**config.mk**
```make
export PLATFORM = sky130hd
export DESIGN_NAME = rdx_cf_adder
export DESIGN_NICKNAME = d
export VERILOG_FILES = /design/src/rtl/rdx_pkg.sv /design/src/rtl/rdx_digit_add.sv /design/src/rtl/rdx_from_binary.sv /design/src/rtl/rdx_to_binary.sv /design/src/rtl/rdx_cf_adder.sv
export SDC_FILE = /design/constraint.sdc
export NUM_CORES = 1
export LEC_CHECK = 0
export BUFFER_PORTS_ARGS = -buffer_cell sky130_fd_sc_hd__buf_2
export CORE_AREA = 3 3 188 190
export DETAILED_ROUTE_END_ITERATION = 16
export DIE_AREA = 0 0 191 193
export GPL_TIMING_DRIVEN = 0
export PLACE_DENSITY = 0.5
export SYNTH_ARGS = -nofsm -noshare
export SYNTH_HDL_FRONTEND = slang
export SYNTH_SLANG_ARGS = --single-unit
```
**constraint.sdc**
```tcl
create_clock -name vclk -period 3.4
set_clock_uncertainty 0.2 [all_clocks]
set_input_delay 0.34 -clock vclk [all_inputs]
set_output_delay 0.34 -clock vclk [all_outputs]
set_load 0.05 [all_outputs]
```
**src/rtl/rdx_pkg.sv**
```systemverilog
package rdx_pkg;
  localparam int RED_W = 2;

  function automatic int digit_w(input int r);
    return r + RED_W;
  endfunction
endpackage

```
**src/rtl/rdx_digit_add.sv**
```systemverilog
module rdx_digit_add
  import rdx_pkg::*;
#(
  parameter int R = 16
) (
  input  logic [R-1:0]            xp_i,
  input  logic [R-1:0]            yp_i,
  input  logic [RED_W-1:0]        xr_i,
  input  logic [RED_W-1:0]        yr_i,
  output logic [digit_w(R)-1:0]   sum_o
);
  localparam int DW = digit_w(R);
  localparam int SW = DW + 1;

  logic [SW-1:0] wide;

  assign wide  = SW'(xp_i) + SW'(yp_i) + SW'(xr_i) + SW'(yr_i);
  assign sum_o = wide[DW-1:0];

  always_comb begin
    assert_digit_fits_R4: assert (wide[SW-1] == 1'b0)
      else $error("digit sum exceeds R+2 bits");
  end
endmodule

```
**src/rtl/rdx_from_binary.sv**
```systemverilog
module rdx_from_binary
  import rdx_pkg::*;
#(
  parameter int R = 16,
  parameter int D = 4
) (
  input  logic [D*R-1:0]          bin_i,
  output logic [D*digit_w(R)-1:0] red_o
);
  localparam int DW = digit_w(R);

  for (genvar i = 0; i < D; i++) begin : g_dig
    assign red_o[i*DW +: DW] = {{RED_W{1'b0}}, bin_i[i*R +: R]};
  end
endmodule

```
**src/rtl/rdx_to_binary.sv**
```systemverilog
module rdx_to_binary
  import rdx_pkg::*;
#(
  parameter int R = 16,
  parameter int D = 4
) (
  input  logic [D*digit_w(R)-1:0] red_i,
  output logic [D*R-1:0]          bin_o
);
  localparam int DW = digit_w(R);

  for (genvar i = 0; i < D; i++) begin : g_dig
    logic [RED_W-1:0] unused_red;
    assign unused_red = red_i[i*DW+R +: RED_W];
    assign bin_o[i*R +: R] = red_i[i*DW +: R];
  end
endmodule

```
**src/rtl/rdx_cf_adder.sv**
```systemverilog
module rdx_cf_adder
  import rdx_pkg::*;
#(
  parameter int R = 16,
  parameter int D = 4
) (
  input  logic [D*(R+2)-1:0] x_i,
  input  logic [D*(R+2)-1:0] y_i,
  output logic [D*(R+2)-1:0] sum_o,
  input  logic [D*R-1:0]     bin_i,
  output logic [D*(R+2)-1:0] red_o,
  input  logic [D*(R+2)-1:0] red_in_i,
  output logic [D*R-1:0]     bin_o
);
  localparam int DW = digit_w(R);
  localparam int W  = D * DW;

  // top redundant fields are outside the valid range and are dropped
  logic [2*RED_W-1:0] unused_top;
  assign unused_top = {x_i[W-1 -: RED_W], y_i[W-1 -: RED_W]};

  for (genvar i = 0; i < D; i++) begin : g_dig
    logic [RED_W-1:0] xl, yl;
    if (i == 0) begin : g_lo
      assign xl = '0;
      assign yl = '0;
    end else begin : g_hi
      assign xl = x_i[(i-1)*DW+R +: RED_W];
      assign yl = y_i[(i-1)*DW+R +: RED_W];
    end

    rdx_digit_add #(.R(R)) u_add (
      .xp_i  (x_i[i*DW +: R]),
      .yp_i  (y_i[i*DW +: R]),
      .xr_i  (xl),
      .yr_i  (yl),
      .sum_o (sum_o[i*DW +: DW])
    );
  end

  rdx_from_binary #(.R(R), .D(D)) u_from_bin (
    .bin_i (bin_i),
    .red_o (red_o)
  );

  rdx_to_binary #(.R(R), .D(D)) u_to_bin (
    .red_i (red_in_i),
    .bin_o (bin_o)
  );

  always_comb begin
    assert_low_digit_R2: assert (sum_o[DW-1] == 1'b0)
      else $error("digit 0 sum uses its top bit");
    for (int i = 0; i < D; i++) begin
      assert_red_clear_R6: assert (red_o[i*DW+R +: RED_W] == '0)
        else $error("widened digit %0d has nonzero redundant field", i);
      assert_prin_kept_R7: assert (bin_o[i*R +: R] == red_in_i[i*DW +: R])
        else $error("binary group %0d differs from principal part", i);
    end
  end
endmodule

```
After elaboration in Yosys (flattened, before gate mapping)
Cells that the tools add are included.
Cells by class
  $add $sub $neg: 10
Operators with widths (number)
  adder 18 x 2 -> 18 bit: 6
  adder 16 x 16 -> 17 bit: 4
Word-level totals
  register bits: 0

Depth between registers and ports, before layout
  word-level depth: 3
  depth in mapped cells: 12
  gate-level depth less buffers: 12

By module
From an unflattened synthesis, not the netlist that was laid out.
Second synthesis, totals
  cells, all modules: 715
  area total of the unflattened synthesis: 6025.8 µm²
By module, submodules not included
  rdx_digit_add at g_dig[2].u_add ...: instances 2, cells each 142, area an instance 1229.9 µm², sequential area each 0.0 µm²
  rdx_digit_add at g_dig[0].u_add: instances 1, cells each 148, area an instance 1273.7 µm², sequential area each 0.0 µm²
  rdx_digit_add at g_dig[1].u_add: instances 1, cells each 145, area an instance 1263.7 µm², sequential area each 0.0 µm²
  rdx_from_binary: instances 1, cells each 73, area an instance 544.3 µm², sequential area each 0.0 µm²
  rdx_to_binary: instances 1, cells each 64, area an instance 480.5 µm², sequential area each 0.0 µm²
  rdx_cf_adder: instances 1, cells each 1, area an instance 3.8 µm², sequential area each 0.0 µm²

Least setup slack after synthesis
No wires, ideal clock.
  path type: input to output
  from: input port x_i[36]
  to: output port sum_o[53]
  arrival: 3.917 ns
  slack: -1.057 ns
  cell stages on the path: 11
  path through: ha_1 > inv_1 > fa_1 > fa_1 > inv_1 > ha_1 > fa_1 > nand3_1 > or4b_1 > nor3_2 > nor3b_1
On the way
  longest elaborated chain between the ends: 3
RTL lines
  from (decl): RTL line rdx_cf_adder.sv:7  | input logic [D*(R+2)-1:0] x_i,
  adder 16 x 16 -> 17 bit: RTL line rdx_digit_add.sv:17  | assign wide = SW'(xp_i) + SW'(yp_i) + SW'(xr_i) + SW'(yr_i);
  adder 18 x 2 -> 18 bit (2 in series): RTL line rdx_digit_add.sv:17
  to (decl): RTL line rdx_cf_adder.sv:9  | output logic [D*(R+2)-1:0] sum_o,
No other way between the ends.

Final worst setup path
  from: input port y_i[36]
  to: output port sum_o[51]
On the way
  longest elaborated chain between the ends: 3
RTL lines
  from (decl): RTL line rdx_cf_adder.sv:8  | input logic [D*(R+2)-1:0] y_i,
  adder 16 x 16 -> 17 bit: RTL line rdx_digit_add.sv:17
  adder 18 x 2 -> 18 bit (2 in series): RTL line rdx_digit_add.sv:17
No other way between the ends.

==> impl_metrics.ini <==
[critical_path]
worstSetupPathType = input pin to primary output
cp_max_fo = 3
arrival_ns = 3.15
start_kind = input pin
crit_path_end_kind = primary output
critPathRequiredTime_ns = 2.86

[synthesis]
syn_avg_cell_area_um2 = 7.536
synthXorXnorAreaFrac = 0.1373
synth.top_cells.by_area = buf_4 20%, ha_1 17%, xnor2_1 10%
yosys_warnings = 0
synthTopCellsByCount = 137 x buf_4, 70 x ha_1, 60 x xnor2_1
yosysSeqAreaShare = 0
yosysTopAreaCell = buf_4
synth_cell_types = 76
yosysMostFrequentCell = buf_4
yosys.area_share.adder = 0.2175
synthCells = 693
synth_top_family_by_area = buffers and inverters
synth-compound-area-share = 0.2259
syn_area_um2 = 5223
synth_mux_area_frac = 0.004792
netlist.area_leader.share = 0.1969
yosys.area_share.simple = 0.1806

[timing]
finalHoldViolations = 0
min_period_ns = 3.692
rsz0062_at_grt = true
slew_violations = 0
worst_pin_slew_ns = 0.7241
setup_ws_ns = -0.2921
setup_viol = 17
timing.fmax_mhz = 270.9
relSlewSlack = 0.5138
period_share = 1.086

[finish]
layout-drive-gt1-share = 0.6504
num_antenna_cells = 0
num-clock-buffers = 0
final_nets = 1452
finish.utilization = 0.2791
area_growth_pct = 79.66
seq_cells = 0
seq_area_um2 = 0

[power]
p_total_w = 0.003164
powerDensity_nw_per_um2 = 337.2
peakVddDrop_mv = 0.1963
power.leakage_nw = 4.547

[global_route]
grt_overflow = 0
grt_max_degree = 11
grt_pass1_wl_um = 28440
grt_pass1_vias = 6036
antenna_found_initial = 0
track_usage = 0.09075

[die]
core_um2 = 33620
io_pins = 488
die_h_um = 193
rows = 67
start_util = 0.1554
dieArea_um2 = 36860
fp.dieW_um = 191

[placement]
gp_congestion = 0.7951
port_buffers = 339
hpwlAfterDp_um = 16930

[status]
outcome = complete, but fails checks
violations = setup timing

[route]
antenna_left = 0
drt_iter0_drc = 152
via_per_inst = 4.005
avgRoutedWirePerCell_um = 12.81
routed_wirelength_um = 19670
vias = 6148
first_pass_iters = 4
drc = 0

[job]
cap_violations = 0

[min_path]
min-delay-path-class = input pin to primary output
[critical path, cell delays in order]
cell	delay [ns]
buf_6	0.07
ha_4	0.13
inv_2	0.03
fa_2	0.52
fa_1	0.42
inv_2	0.08
ha_4	0.15
fa_2	0.22
nand3_2	0.08
or4b_4	0.54
nor3_4	0.14
buf_4	0.14
xnor2_2	0.10
buf_6	0.18
[layout by cell type (no fill, tap or decap), types with 6 or more instances in the layout]
cell | synthesis | routed
o21ai_1 | 2 | 6
a211oi_2 | 1 | 9
buf_4 | 137 | 184
o21bai_1 | 7 | 7
ha_1 | 70 | 56
fa_1 | 13 | 7
a21oi_2 | 0 | 7
xnor2_2 | 1 | 26
o21a_1 | 14 | 14
inv_1 | 46 | 41
o21ai_0 | 24 | 14
xnor2_4 | 0 | 6
a21oi_1 | 38 | 29
buf_2 | 1 | 294
buf_6 | 0 | 36
nand3_1 | 15 | 6
xor2_2 | 0 | 11
conb_1 | 1 | 9
a21o_1 | 11 | 11
nand2_1 | 32 | 27
nand2b_1 | 6 | 6
xnor2_1 | 60 | 29
fa_2 | 0 | 6
ha_4 | 0 | 9
and3_1 | 8 | 7
nor3_1 | 20 | 15
nor2_1 | 49 | 40
[area by class of cell]
type               instances  area, µm²
well taps                448      560.5
inverters                 46      175.2
repair buffers           387       2347
multi-input cells        514       5260
plain buffers            140       1040
fillers                 3582      24230
[report_power, final]
group | switching [W] | leakage, nW | internal [W] | total, W
clock | 0 | 0 | 0 | 0
combinational | 0.00203 | 4.55 | 0.00113 | 0.00316
sequential | 0 | 0 | 0 | 0
[final timing paths]
| check | start | end | slack [ns] | depth (start not counted) |
|---|---|---|---|---|
| setup / recovery | y_i[36] | sum_o[51] | -0.29 | 14 |
| hold / removal | bin_i[59] | red_o[65] | 0.78 | 2 |
[per-stage QoR]
stage | std cells | worst slack [ns] | TNS, ns | hold WS [ns] | instance area [µm²]
3_5_place_dp | 1488 | -0.6763 | -12.64 | 0.7823 | 7939
3_3_place_gp | 1488 | -0.6733 | -12.22 | 0.7830 | 7939
2_1_floorplan | 701 | -0.3698 | -2.043 | 0.6471 | 5682
4_1_cts | 1518 | -0.2998 | -2.434 | 0.7821 | 8901
6_report | 1535 | -0.2921 | -2.649 | 0.7816 | 9383
5_1_grt | 1535 | -0.4450 | -5.081 | 0.7859 | 9383
[metal layers]
layer	GRT usage	share of wire	up-vias
met1	0.1059	0.37	2780
met5	0	0	-
met2	0.1786	0.54	261
met4	0.01693	0.014	0
met3	0.01012	0.069	10
li1	-	-	3097
[cell families after synthesis]
logic type,count (synthesis)
compound gates,162
mux,2
fa+ha+maj,83
other cells,1
simple gates,177
xor+xnor,81
buf+inv,187
[what timing repair did]
action / in CTS / in global routing
setup endpoints to repair: 37 / 39
hold buffers: 0 / 0
resized for setup: 153 / 88
pin swaps: 46 / 45
setup buffers: 31 / 18
(Power assumes the default switching activity.)
